==> config.mk <==
export PLATFORM = sky130hd
export DESIGN_NAME = ec_link_fsm
export DESIGN_NICKNAME = d
export VERILOG_FILES = /design/src/rtl/ec_link_pkg.sv /design/src/rtl/ec_rx_buf.sv /design/src/rtl/ec_tx_src.sv /design/src/rtl/ec_link_fsm.sv
export SDC_FILE = /design/constraint.sdc
export NUM_CORES = 1
export LEC_CHECK = 0
export BUFFER_PORTS_ARGS = -buffer_cell sky130_fd_sc_hd__buf_4
export CORE_ASPECT_RATIO = 0.8
export CORE_MARGIN = 2
export CORE_UTILIZATION = 51
export CTS_CLUSTER_DIAMETER = 100
export CTS_CLUSTER_SIZE = 12
export DETAILED_ROUTE_END_ITERATION = 8
export GPL_ROUTABILITY_DRIVEN = 0
export GPL_TIMING_DRIVEN = 0
export PLACE_DENSITY = 0.81
export SETUP_SLACK_MARGIN = 0.5
export SYNTH_ARGS = -nofsm -noshare
export SYNTH_HDL_FRONTEND = slang
export SYNTH_SLANG_ARGS = --single-unit
==> constraint.sdc <==
create_clock -name clk_i -period 3 [get_ports clk_i]
set_input_delay 0.15 -clock clk_i [delete_from_list [all_inputs] [get_ports clk_i]]
set_output_delay 0.15 -clock clk_i [all_outputs]
set_load 0.02 [all_outputs]
==> src/rtl/ec_link_pkg.sv <==
package ec_link_pkg;

  typedef enum logic [2:0] {
    ST_IDLE,
    ST_CMD,
    ST_FIRST,
    ST_TX,
    ST_RX
  } link_st_e;

  localparam logic [7:0] READ_CMD = 8'h01;
  localparam int unsigned NOOP_LEN = 3;

  // no-op filler: 02 07 02
  function automatic logic [7:0] noop_byte(input logic [1:0] idx);
    return (idx == 2'd1) ? 8'h07 : 8'h02;
  endfunction

  function automatic logic [8:0] rx_expect(input logic [7:0] b0, input logic [7:0] b1);
    logic [8:0] n;
    if (!b0[7] || b0[6:5] == 2'b10) n = {1'b0, b1} + 9'd2;
    else if (b0[6:5] == 2'b00)      n = 9'd2;
    else if (b0[6:5] == 2'b01)      n = 9'd3;
    else                            n = 9'd0;
    return n;
  endfunction

endpackage

==> src/rtl/ec_rx_buf.sv <==
module ec_rx_buf #(
  parameter int DEPTH = 32,
  parameter int IW    = $clog2(DEPTH)
) (
  input  logic          clk_i,
  input  logic          rst_ni,
  input  logic          we_i,
  input  logic [IW-1:0] wa_i,
  input  logic [7:0]    wd_i,
  input  logic [IW-1:0] ra_i,
  output logic [7:0]    rd_o,
  output logic [7:0]    b0_o,
  output logic [7:0]    b1_o
);

  logic [7:0] mem_q [DEPTH];

  always_ff @(posedge clk_i or negedge rst_ni) begin
    if (!rst_ni) begin
      for (int i = 0; i < DEPTH; i++) mem_q[i] <= '0;
    end else if (we_i) begin
      mem_q[wa_i] <= wd_i;
    end
  end

  assign rd_o = mem_q[ra_i];
  assign b0_o = mem_q[0];
  assign b1_o = mem_q[1];

endmodule

==> src/rtl/ec_tx_src.sv <==
module ec_tx_src #(
  parameter int LW = 8
) (
  input  logic          use_noop_i,
  input  logic [1:0]    noop_idx_i,
  input  logic [7:0]    q_byte_i,
  input  logic [LW-1:0] q_len_i,
  output logic [7:0]    byte_o,
  output logic [LW-1:0] len_o
);
  import ec_link_pkg::*;

  assign byte_o = use_noop_i ? noop_byte(noop_idx_i) : q_byte_i;
  assign len_o  = use_noop_i ? LW'(NOOP_LEN) : q_len_i;

endmodule

==> src/rtl/ec_link_fsm.sv <==
module ec_link_fsm #(
  parameter int         RX_DEPTH  = 32,
  parameter int         TX_LW     = 8,
  parameter logic [7:0] FILL_BYTE = 8'hFF,
  localparam int        RX_IW     = $clog2(RX_DEPTH),
  localparam int        RX_PW     = $clog2(RX_DEPTH + 1)
) (
  input  logic             clk_i,
  input  logic             rst_ni,
  input  logic [7:0]       own_addr_i,
  input  logic             ev_valid_i,
  input  logic             ev_irq_i,
  input  logic             ev_start_i,
  input  logic             ev_rnw_i,
  input  logic             ev_end_i,
  input  logic [7:0]       ev_byte_i,
  input  logic             tx_avail_i,
  input  logic [TX_LW-1:0] tx_len_i,
  output logic [TX_LW-1:0] tx_idx_o,
  input  logic [7:0]       tx_byte_i,
  output logic             tx_load_o,
  output logic [7:0]       tx_data_o,
  output logic             tx_done_o,
  output logic             req_n_o,
  output logic             rx_valid_o,
  output logic             rx_drop_o,
  output logic [RX_PW-1:0] rx_len_o,
  input  logic [RX_IW-1:0] rx_idx_i,
  output logic [7:0]       rx_data_o,
  output logic             xfer_done_o,
  output logic             addr_err_o
);
  import ec_link_pkg::*;

  localparam int CW = (RX_PW > 9) ? RX_PW : 9;

  link_st_e         st_q, st_d;
  logic [TX_LW-1:0] pos_q, pos_d;
  logic [RX_PW-1:0] rxn_q, rxn_d, len_q, len_d;
  logic             noop_q, noop_d;
  logic             load_q, load_d, done_q, done_d;
  logic             valid_q, valid_d, drop_q, drop_d;
  logic             xdone_q, xdone_d, aerr_q, aerr_d, req_n_q, req_n_d;
  logic [7:0]       data_q, data_d;

  logic             wr_en;
  logic [RX_IW-1:0] wr_idx;
  logic [7:0]       b0, b1;
  logic             src_noop;
  logic [7:0]       src_byte;
  logic [TX_LW-1:0] src_len;
  logic [2:0]       flg;

  assign tx_idx_o = (st_q == ST_TX) ? pos_q : '0;
  assign src_noop = (st_q == ST_TX) ? noop_q : !tx_avail_i;

  ec_rx_buf #(.DEPTH(RX_DEPTH), .IW(RX_IW)) rx_buf_i (
    .clk_i (clk_i),
    .rst_ni(rst_ni),
    .we_i  (wr_en),
    .wa_i  (wr_idx),
    .wd_i  (ev_byte_i),
    .ra_i  (rx_idx_i),
    .rd_o  (rx_data_o),
    .b0_o  (b0),
    .b1_o  (b1)
  );

  ec_tx_src #(.LW(TX_LW)) tx_src_i (
    .use_noop_i(src_noop),
    .noop_idx_i(tx_idx_o[1:0]),
    .q_byte_i  (tx_byte_i),
    .q_len_i   (tx_len_i),
    .byte_o    (src_byte),
    .len_o     (src_len)
  );

  // {end, start, rnw}; irq is implied inside the event branch
  assign flg = {ev_end_i, ev_start_i, ev_rnw_i};

  always_comb begin
    st_d    = st_q;
    pos_d   = pos_q;
    rxn_d   = rxn_q;
    len_d   = len_q;
    noop_d  = noop_q;
    load_d  = 1'b0;
    data_d  = FILL_BYTE;
    done_d  = 1'b0;
    valid_d = 1'b0;
    drop_d  = 1'b0;
    xdone_d = 1'b0;
    aerr_d  = 1'b0;
    wr_en   = 1'b0;
    wr_idx  = '0;
    if (ev_valid_i && ev_irq_i) begin
      load_d = ev_rnw_i && !ev_end_i;
      if (ev_start_i && !ev_rnw_i) begin
        st_d   = ST_CMD;
        aerr_d = (ev_byte_i != own_addr_i);
      end else begin
        case (st_q)
          ST_IDLE: ;
          ST_CMD: begin
            if (flg == 3'b000) begin
              wr_en  = 1'b1;
              wr_idx = '0;
              rxn_d  = RX_PW'(1);
              st_d   = ST_FIRST;
            end else begin
              st_d = ST_IDLE;
            end
          end
          ST_FIRST: begin
            if (flg == 3'b011) begin
              if (b0 == READ_CMD) begin
                st_d   = ST_TX;
                noop_d = !tx_avail_i;
                data_d = src_byte;
                pos_d  = TX_LW'(1);
              end else begin
                st_d = ST_IDLE;
              end
            end else if (flg == 3'b000) begin
              wr_en  = 1'b1;
              wr_idx = RX_IW'(1);
              rxn_d  = RX_PW'(2);
              st_d   = ST_RX;
            end else begin
              st_d = ST_IDLE;
            end
          end
          ST_TX: begin
            if (ev_end_i) begin
              st_d  = ST_IDLE;
              pos_d = '0;
              if (pos_q == src_len && !noop_q) done_d = 1'b1;
            end else if (!ev_rnw_i || ev_start_i) begin
              st_d = ST_IDLE;
            end else if (pos_q < src_len) begin
              data_d = src_byte;
              pos_d  = pos_q + 1'b1;
            end else begin
              st_d = ST_IDLE;  // read past the end
            end
          end
          ST_RX: begin
            if (ev_end_i && !ev_rnw_i) begin
              st_d = ST_IDLE;
              if (CW'(rxn_q) == CW'(rx_expect(b0, b1))) begin
                valid_d = 1'b1;
                len_d   = rxn_q;
                xdone_d = !b0[7];
              end else begin
                drop_d = 1'b1;
              end
            end else if (ev_rnw_i || ev_start_i) begin
              st_d = ST_IDLE;
            end else if (rxn_q < RX_PW'(RX_DEPTH)) begin
              wr_en  = 1'b1;
              wr_idx = rxn_q[RX_IW-1:0];
              rxn_d  = rxn_q + 1'b1;
            end
          end
          default: st_d = ST_IDLE;
        endcase
      end
    end
    req_n_d = !(tx_avail_i && st_d != ST_TX && !done_d);
  end

  always_ff @(posedge clk_i or negedge rst_ni) begin
    if (!rst_ni) begin
      st_q    <= ST_IDLE;
      pos_q   <= '0;
      rxn_q   <= '0;
      len_q   <= '0;
      noop_q  <= 1'b0;
      load_q  <= 1'b0;
      data_q  <= FILL_BYTE;
      done_q  <= 1'b0;
      valid_q <= 1'b0;
      drop_q  <= 1'b0;
      xdone_q <= 1'b0;
      aerr_q  <= 1'b0;
      req_n_q <= 1'b1;
    end else begin
      st_q    <= st_d;
      pos_q   <= pos_d;
      rxn_q   <= rxn_d;
      len_q   <= len_d;
      noop_q  <= noop_d;
      load_q  <= load_d;
      data_q  <= data_d;
      done_q  <= done_d;
      valid_q <= valid_d;
      drop_q  <= drop_d;
      xdone_q <= xdone_d;
      aerr_q  <= aerr_d;
      req_n_q <= req_n_d;
    end
  end

  assign tx_load_o   = load_q;
  assign tx_data_o   = data_q;
  assign tx_done_o   = done_q;
  assign req_n_o     = req_n_q;
  assign rx_valid_o  = valid_q;
  assign rx_drop_o   = drop_q;
  assign rx_len_o    = len_q;
  assign xfer_done_o = xdone_q;
  assign addr_err_o  = aerr_q;

endmodule

### Word-level counts from Yosys, hierarchy flattened

Index checks and enable logic that the tools add are counted.

* order comparisons: 5
* div/mod/pow operators: 0
* reductions and logical operators: 27
* muxes and demuxes: 90
* shift operators: 0
* equality and inequality tests: 23
* multiply operators: 0
* bitwise gates (word level): 3
* $add $sub $neg: 3

Operators with widths (count)
* $bwmux 256: 1
* $mux 8: 18
* $mux 9: 5
* $bmux 8 s5: 1
* $demux 8 s5: 1
* $mux 6: 6
* $mux 1: 33
* $pmux 8 s2: 2
* $mux 3: 10
* $mux 5: 5
* $pmux 6 s3: 1
* $ne 2x2->1 const B: 8
* $pmux 3 s5: 1
* $ge 6x6->1 const B: 2
* $not 5->6: 2
* $pmux 5 s2: 1
* $reduce_and 5->1: 2
* $add 8x2->9 const B: 1
* $eq 3x2->1 const B: 3
* $eq 6x9->1: 1
* $reduce_and 9->1: 1
* $add 8x1->8 const B: 1
* $eq 8x1->1 const B: 1
* $eq 8x8->1: 1
* other kinds (22): 43

* input port bits: 45
* output and inout bits: 37
* word-level logic and storage cells: 196
* latch bits: 0
* flip-flop bits (word level): 295
* memories kept: 0
* ROM bits: 0
* RAM bits: 0

### Longest topological paths before layout

Gate-level depths: netlist of the first run.

* depth in word-level cells: 14
* gate-level depth with buffers: 13
* mapped depth without buffers: 12

### By module

A second synthesis of the first run with hierarchy kept.

* cells, all modules: 1016
* area, all modules: 14530.2 um^2

Modules (own cells, without submodules)
* ec_rx_buf: area each 11768.8 um^2, cells an instance 715, instances 1, sequential area each 6406.1 um^2
* ec_link_fsm: area each 2625.0 um^2, cells an instance 281, instances 1, sequential area each 987.2 um^2
* ec_tx_src: area each 136.4 um^2, cells an instance 20, instances 1, sequential area each 0.0 um^2

### Least setup slack after synthesis of the first run

OpenSTA, ideal clock, no wires.

* kind: register -> register
* from: register st_q[2]
* to: register req_n_q, in the netlist req_n_o
* slack: -0.022 ns
* data required time: 2.889 ns
* stages on the path, launching flop included: 13
* period minus slack after synthesis: 3.022 ns
* arrival time: 2.911 ns
* cells stage by stage: dfrtp_1 > nor2b_1 > clkbuf_1 > nand2_1 > o21ai_1 > nand2_1 > ha_1 > a21o_1 > nand2_1 > nand4_1 > nor3_1 > o21bai_1 > o311ai_0

* longest elaborated chain between the ends: 14

Ends and longest elaborated chain
* from (decl): line ec_link_fsm.sv:37 `link_st_e st_q, st_d;`
* from (signal assigned): line ec_link_fsm.sv:188 `st_q <= st_d;`
* $eq 3x2->1: line ec_link_fsm.sv:55, ec_link_fsm.sv:102
* $mux 1: line ec_link_fsm.sv:55 `assign src_noop = (st_q == ST_TX) ? noop_q : !tx_avail_i;`
* $mux 8: line ec_tx_src.sv:14 `assign len_o = use_noop_i ? LW'(NOOP_LEN) : q_len_i;`
* $lt 8x8->1: line ec_link_fsm.sv:140 `end else if (pos_q < src_len) begin`
* $mux 3: line ec_link_fsm.sv:140
* $mux 3: line ec_link_fsm.sv:138 `end else if (!ev_rnw_i || ev_start_i) begin`
* $mux 3: line ec_link_fsm.sv:134 `if (ev_end_i) begin`
* $pmux 3 s5: line ec_link_fsm.sv:102 `case (st_q)`
* $mux 3: line ec_link_fsm.sv:98 `if (ev_start_i && !ev_rnw_i) begin`
* $mux 3: line ec_link_fsm.sv:96 `if (ev_valid_i && ev_irq_i) begin`
* $ne 3x2->1: line ec_link_fsm.sv:169 `req_n_d = !(tx_avail_i && st_d != ST_TX && !done_d);`
* $logic_and 1x1->1: line ec_link_fsm.sv:169
* $logic_and 1x1->1 *: line ec_link_fsm.sv:169
* $logic_not 1->1 *: line ec_link_fsm.sv:169
* net req_n_d: line ec_link_fsm.sv:43 `logic xdone_q, xdone_d, aerr_q, aerr_d, req_n_q, req_n_d;`
* to (signal assigned): line ec_link_fsm.sv:200 `req_n_q <= req_n_d;`
* to (decl): line ec_link_fsm.sv:43

The timed path passes the listed nets; every way through them passes the cells marked *.
A chain may end at the register's enable or synchronous reset.

### Worst setup path after layout of the first run

* from: register rx_buf_i.mem_q, in the netlist rx_buf_i.b0_o[7]
* to: register req_n_q, in the netlist req_n_o

* longest elaborated chain between the ends: 10

Ends and longest elaborated chain
* from (decl): line ec_rx_buf.sv:16 `logic [7:0] mem_q [DEPTH];`
* from (signal, indexed assignment): line ec_rx_buf.sv:22 `mem_q[wa_i] <= wd_i;`
* $eq 8x1->1: line ec_link_fsm.sv:116 `if (b0 == READ_CMD) begin`
* $mux 2: line ec_link_fsm.sv:116
* $mux 3: line ec_link_fsm.sv:115 `if (flg == 3'b011) begin`
* $pmux 3 s5: line ec_link_fsm.sv:102
* $mux 3: line ec_link_fsm.sv:98
* $mux 3: line ec_link_fsm.sv:96
* $ne 3x2->1: line ec_link_fsm.sv:169
* $logic_and 1x1->1 (2 in a row): line ec_link_fsm.sv:169
* $logic_not 1->1: line ec_link_fsm.sv:169
* net req_n_d: line ec_link_fsm.sv:43

The timed path passes the listed nets, and every way through them passes these cells.

==> impl_metrics.py, run 1 <==
metrics = {
    "clock_network": {
        "ctsHtreeMaxLevel": 1,
        "clockBufferDepth": 3,
        "cts_made_buffers": 28,
        "clk_pin_slew_ns": 0.08,
        "root_buffer": "clkbuf_16",
        "clock_latency_ns": 0.56,
        "cts_tree": "built",
        "clock-sinks": 295,
    },
    "timing": {
        "fin_ws_ns": 0.104,
        "clock_skew_ns": 0.0175,
        "fin_crit_sh_pct": 96.5,
        "fin_crit_ns": 2.90,
        "rsz0062_at_grt": "yes",
        "setup_viol": 0,
        "tightest_slew_ns": 0.979,
        "finalHoldViolCount": 0,
        "drv_slew": 0,
        "maxSlewHeadroom_pct": 34.1,
        "tns_ns": 0,
        "fmax_ghz": 0.345,
    },
    "floorplan": {
        "coreArea_um2": 27500,
        "die_x_um": 192,
        "start_util_pct": 52.2,
        "io_pins": 82,
        "die_h_um": 154,
        "dieArea_um2": 29500,
        "row_count": 54,
    },
    "finish": {
        "fillers": 1674,
        "layout.nets": 1264,
        "drive_gt1_share_pct": 54.6,
        "multi_input_area_um2": 7760,
        "areaGrowthSynthToFinish_pct": 29.1,
        "seq_area_um2": 7400,
        "diodes": 0,
    },
    "power_and_ir_drop": {
        "p_leak_nw": 8.69,
        "power_density_nw_per_um2": 442,
        "peakVddDrop_uv": 474,
    },
    "placed_design": {
        "port_buffers": 75,
        "dp_hpwl_mm": 27.0,
        "dpl_worst_slack_ns": -0.287,
    },
    "grt": {
        "grt_pass1_vias": 10200,
        "grt_pass1_wl_mm": 62.3,
        "antenna_found_initial": 0,
        "grt-ovfl-total": 0,
        "grt_max_degree": 127,
        "track_usage_pct": 28.2,
    },
    "route": {
        "wl_per_cell_um": 28.9,
        "num_vias": 10700,
        "drt_first_iter_violations": 1344,
        "vias_per_cell": 6.76,
        "ant_nets": 0,
        "drt_wl_total_mm": 45.8,
        "drc_errors": 0,
        "drt_pass1_iterations": 5,
    },
    "synth": {
        "ys_seq_area_share_pct": 51.5,
        "synth_area_per_cell_um2": 14.4,
        "synthesis.area_um2": 14400,
        "syn_inst": 1001,
        "ys.flop_type": "dfrtp_1",
        "ys_ff_latch": 295,
        "yosysWarnings": 0,
        "synth_edf_count": 0,
        "syn_nets": 1057,
        "synthArstFlopShare_pct": 100,
        "synth_cell_type_count": 68,
    },
    "critical_path": {
        "cp.arrival_ns": 3.37,
        "cp_max_fo": 9,
        "r2r_setup_slack_ns": 0.10,
        "endpoint_kind": "flop",
        "critPathSlowestCell": "nor4bb_1",
        "cp-start-kind": "flop",
        "required_ns": 3.47,
        "path_class": "flop to flop",
        "worstPathCellList": "clkbuf_8 > buf_4 > nor4bb_1 > nand3_1 > or3_1 > a22oi_1 > nor2_4 > o311ai_4",
        "cpPeakStageDelay_ns": 0.62,
    },
    "status": {
        "status": "finished clean",
    },
    "min_path": {
        "holdCritPathClass": "input pin to async pin",
    },
    "flow_run": {
        "cap_violations": 0,
    },
}
what timing repair did:
item / in CTS / in global routing
pin swaps: 37 / 39
setup endpoints to repair: 289 / 292
buffers inserted: 41 / 37
cloned: 0 / 0
hold endpoints to repair: 81 / 0
gates resized for setup: 104 / 205
hold buffers: 22 / 0
cell families (layout without fill, tap and decap cells):
group	Yosys count	after routing	synth area share, %
compound gates	76	76	3.56
flops	295	295	51.5
mux	351	351	33.8
fa+ha+maj	11	11	0.958
buf+inv	72	290	1.95
simple gates	181	181	7.28
xor+xnor	15	15	1.01
Yosys cell counts, types with 11 or more instances:
cell type,instances,area (µm²)
nand2_1,33,124
and3_1,11,68.8
mux2_2,265,2980
nand3_1,19,95.1
mux4_2,80,1800
buf_1,11,41.3
a21oi_1,16,80.1
nor2_2,11,68.8
ha_1,11,138
nor2_1,25,93.8
nand2b_1,13,81.3
o21ai_0,14,70.1
dfrtp_1,286,7160
clkbuf_1,46,173
worst paths after layout:
path,cells after the start,endpoint,start
max,8,req_n_o$_DFF_PN1_,rx_buf_i.b0_o[7]$_DFFE_PN0P_
max in group asynchronous,3,st_q[0]$_DFF_PN0_,rst_ni
min reg2reg,1,rx_buf_i.mem_q[39]$_DFFE_PN0P_,rx_buf_i.mem_q[39]$_DFFE_PN0P_
min,2,rx_buf_i.mem_q[235]$_DFFE_PN0P_,rst_ni
max reg2reg,8,req_n_o$_DFF_PN1_,rx_buf_i.b0_o[7]$_DFFE_PN0P_
min in group clk_i,6,tx_done_o$_DFF_PN0_,tx_len_i[3]
critical path, delay by kind of cell, from the launching register on:
| kind | cells | cell delay, ns |
|---|---|---|
| DFF | 1 | 0.38 |
| and+or+nand+nor | 4 | 1.54 |
| buffers and inverters | 2 | 0.31 |
| AOI/OAI and AO/OA | 2 | 0.57 |
layout make-up:
class	instances	area share [%]
plain buffers	63	2.10
clock buffers	40	4.13
clock inverters	1	0.0405
inverters	9	0.182
multi-input cells	634	41.8
flip-flops and latches	295	39.9
well taps	364	2.46
repair buffers	177	9.38
sequential cells by signal (all words and copies together), names as in the netlist, 3 cells and up:
name,flops
rx_buf_i.b1_o,8
rx_buf_i.b0_o,8
rx_buf_i.mem_q,240
pos_q,8
tx_data_o,8
rxn_q,6
st_q,3
rx_len_o,6
per-stage QoR:
step	cells	utilization, %	instance area (µm²)	hold slack (ns)	power, W
after floorplan	1001	-	14400	-0.146	0.00449
after global placement	1440	56.1	15400	0.355	0.00478
after detailed placement	1442	56.4	15500	0.103	0.00481
after CTS	1546	63.3	17400	0.119	0.00807
after global routing	1583	67.5	18600	0.135	0.00843
final	1583	67.5	18600	0.0979	0.00820
placed cells by master, fill, tap and decap left out, drive strengths merged, types with 3 or more instances in the layout:
| cell | n |
|---|---|
| nor2 | 36 |
| xor2 | 10 |
| nor3b | 4 |
| mux4 | 80 |
| xnor2 | 4 |
| mux2 | 270 |
| nand4 | 10 |
| nand2b | 14 |
| clkbuf | 82 |
| nor2b | 7 |
| nand2 | 41 |
| dlygate4sd3 | 22 |
| a22o | 4 |
| or3 | 3 |
| inv | 9 |
| o21bai | 4 |
| and3 | 11 |
| ha | 11 |
| nand3 | 20 |
| a21oi | 16 |
| nor3 | 11 |
| dfstp | 9 |
| dfrtp | 286 |
| and2 | 3 |
| or4 | 3 |
| a21o | 9 |
| o21ai | 17 |
| nor4 | 7 |
| or2 | 3 |
| buf | 176 |
| a31oi | 3 |
power by group:
part           total, W  switching (W)  internal [W]
clock network   0.00327        0.00152       0.00175
registers       0.00407      0.0000493       0.00403
logic          0.000853       0.000539      0.000314
metal layers:
metal  wire length [µm]  share of wire (%)  global-route usage (%)  vias up
li1                   -                  -                       -     4164
met1              17700                 39                    40.7     5556
met2              20900                 46                    41.8      790
met3               5340                 12                    7.21      194
met4               1940                4.2                    9.05        0
met5                  0                  0                       0        -
No activity file was read; power rests on OpenSTA's default activity.
==> run 2, diff against run 1 <==
- CORE_UTILIZATION: 51 -> 55
- GPL_TIMING_DRIVEN: 0 -> unset
- PLACE_DENSITY: 0.81 -> 0.86
==> impl_metrics.py, run 2 (same netlist as run 1, synthesis figures left out) <==
metrics = {
    "timing": {
        "drv_slew": 0,
        "finalHoldViolCount": 0,
        "fin_crit_sh_pct": 90.5,
        "tns_ns": 0,
        "maxSlewHeadroom_pct": 41.8,
        "clock_skew_ns": 0.0150,
        "fin_crit_ns": 2.72,
        "tightest_slew_ns": 0.870,
        "fmax_ghz": 0.368,
        "rsz0062_at_grt": "yes",
        "setup_viol": 0,
    },
    "critical_path": {
        "cp.arrival_ns": 3.15,
        "path_class": "flop to flop",
        "cp-start-kind": "flop",
        "crit_start": "st_q[1]$_DFF_PN0_",
        "cp_max_fo": 8,
        "required_ns": 3.44,
        "reg2reg_from": "st_q[1]$_DFF_PN0_",
        "endpoint_kind": "flop",
    },
    "grt": {
        "grt_use_met3_pct": 6.42,
        "grt_use_met1_pct": 39.4,
        "track_usage_pct": 27.6,
        "antenna_found_initial": 2,
        "top_usage_layer": "met2",
        "use_met2_pct": 43.0,
        "grt_pass1_wl_mm": 57.8,
        "grt-ovfl-total": 0,
        "grt_pass1_vias": 10000,
        "grt_max_degree": 94,
    },
    "finish": {
        "layout.nets": 1199,
        "final_area_um2": 17700,
        "final_cell_mix": "dfrtp_1 (280), mux2_2 (203), buf_4 (128)",
        "instances_no_fill": 1506,
        "areaGrowthSynthToFinish_pct": 23.2,
        "largest_register": "rx_buf_i.mem_q",
        "final_common_cell": "dfrtp_1",
        "drive_gt1_share_pct": 55.2,
        "largest_reg_flops": 240,
    },
    "placed_design": {
        "placedInstanceArea_um2": 15600,
        "dp_hpwl_mm": 23.2,
        "port_buffers": 81,
        "placedCellCount": 1408,
    },
    "clock_network": {
        "clk_pin_slew_ns": 0.07,
        "root_buffer": "clkbuf_16",
        "ctsHtreeMaxLevel": 1,
        "cts_made_buffers": 28,
        "clock-sinks": 295,
        "cts_tree": "built",
        "clockBufferDepth": 3,
        "clock_latency_ns": 0.55,
    },
    "route": {
        "ant_nets": 0,
        "vias_per_cell": 6.60,
        "drt_first_iter_violations": 1113,
        "num_vias": 9934,
        "drc_errors": 0,
        "wl_per_cell_um": 26.6,
        "drt_wl_total_mm": 40.1,
        "drt_pass1_iterations": 5,
    },
    "floorplan": {
        "die_x_um": 185,
        "die_h_um": 149,
        "start_util_pct": 56.3,
        "row_count": 52,
        "dieArea_um2": 27400,
        "io_pins": 82,
        "coreArea_um2": 25500,
    },
    "power_and_ir_drop": {
        "peakVddDrop_uv": 385,
        "p_leak_nw": 8.29,
        "power_density_nw_per_um2": 452,
    },
    "flow_run": {
        "cap_violations": 0,
    },
    "status": {
        "status": "finished clean",
    },
    "min_path": {
        "holdCritPathClass": "input pin to flop",
        "hp-start": "ev_rnw_i",
    },
}
==> run 2: cell types whose count changed in the layout (fill, tap and decap cells not counted), moves of 5 or more <==
cell and delta:
buf_12 -8, buf_4 +5, clkbuf_1 -30, clkbuf_2 -9
dlygate4sd3_1 -10, mux2_2 +46, mux2_4 -46
==> run 2: final timing paths <==
kind	to	slack [ns]	cells after the start
setup / recovery	pos_q[7]$_DFFE_PN0P_	0.28	12
hold / removal	rx_drop_o$_DFF_PN0_	0.05	3
setup reg to reg	pos_q[7]$_DFFE_PN0P_	0.28	12
hold reg to reg	rx_buf_i.mem_q[50]$_DFFE_PN0P_	0.50	1
max in group asynchronous	rx_buf_i.b1_o[7]$_DFFE_PN0P_	1.97	3
min in group asynchronous	rx_buf_i.mem_q[162]$_DFFE_PN0P_	0.23	2
==> run 2: power by group <==
part	switching (W)	internal (W)	total [W]	leakage (nW)
Combinational	0.000424	0.000286	0.000711	3.88
Clock	0.00147	0.00170	0.00317	0.364
Sequential	0.0000932	0.00403	0.00412	4.05
==> run 2: final cells by class <==
cell class / count / area (µm²)
well taps: 351 / 439
diodes: 2 / 5.00
clock inverters: 2 / 23.8
inverters: 9 / 33.8
fillers: 1583 / 7810
flip-flops and latches: 295 / 7400
repair buffers: 174 / 1600
multi-input cells: 635 / 7460
clock buffers: 38 / 738
==> run 2: stage by stage <==
step | util (%) | power [W] | setup WS [ns] | hold slack [ns]
3_3_place_gp | 61.1 | 0.00476 | 0.234 | 0.222
2_1_floorplan | - | 0.00449 | 0.389 | -0.146
5_1_grt | 69.4 | 0.00825 | 0.190 | 0.0402
6_report | 69.4 | 0.00800 | 0.284 | 0.0522
3_5_place_dp | 61.1 | 0.00478 | 0.113 | 0.228
4_1_cts | 66.9 | 0.00794 | 0.411 | 0.0243
==> run 2: repair_timing <==
item                                   CTS  global route
gates cloned                             1             0
resized for setup                       80           111
pin swaps                               19            28
setup endpoints to repair              249           287
hold buffers                            12             0
endpoints found under the hold margin   97             0
buffers inserted                        28            15
==> run 2: worst max-delay path: stages (launching register included) <==
cell and delay, ns:
dfrtp_1 0.40, nor2b_4 0.15, nand2_4 0.12, nand2_4 0.08
buf_4 0.14, o21ai_2 0.10, nand2_1 0.13, ha_1 0.34
nand4_1 0.19, a21oi_4 0.44, nor2_4 0.07, and3_4 0.18
a221o_1 0.28
==> run 2: layer usage <==
layer	up-vias	share of wire (%)
li1	4038	-
met1	5170	39
met2	580	47
met3	146	9.2
met4	0	4.4
met5	-	0
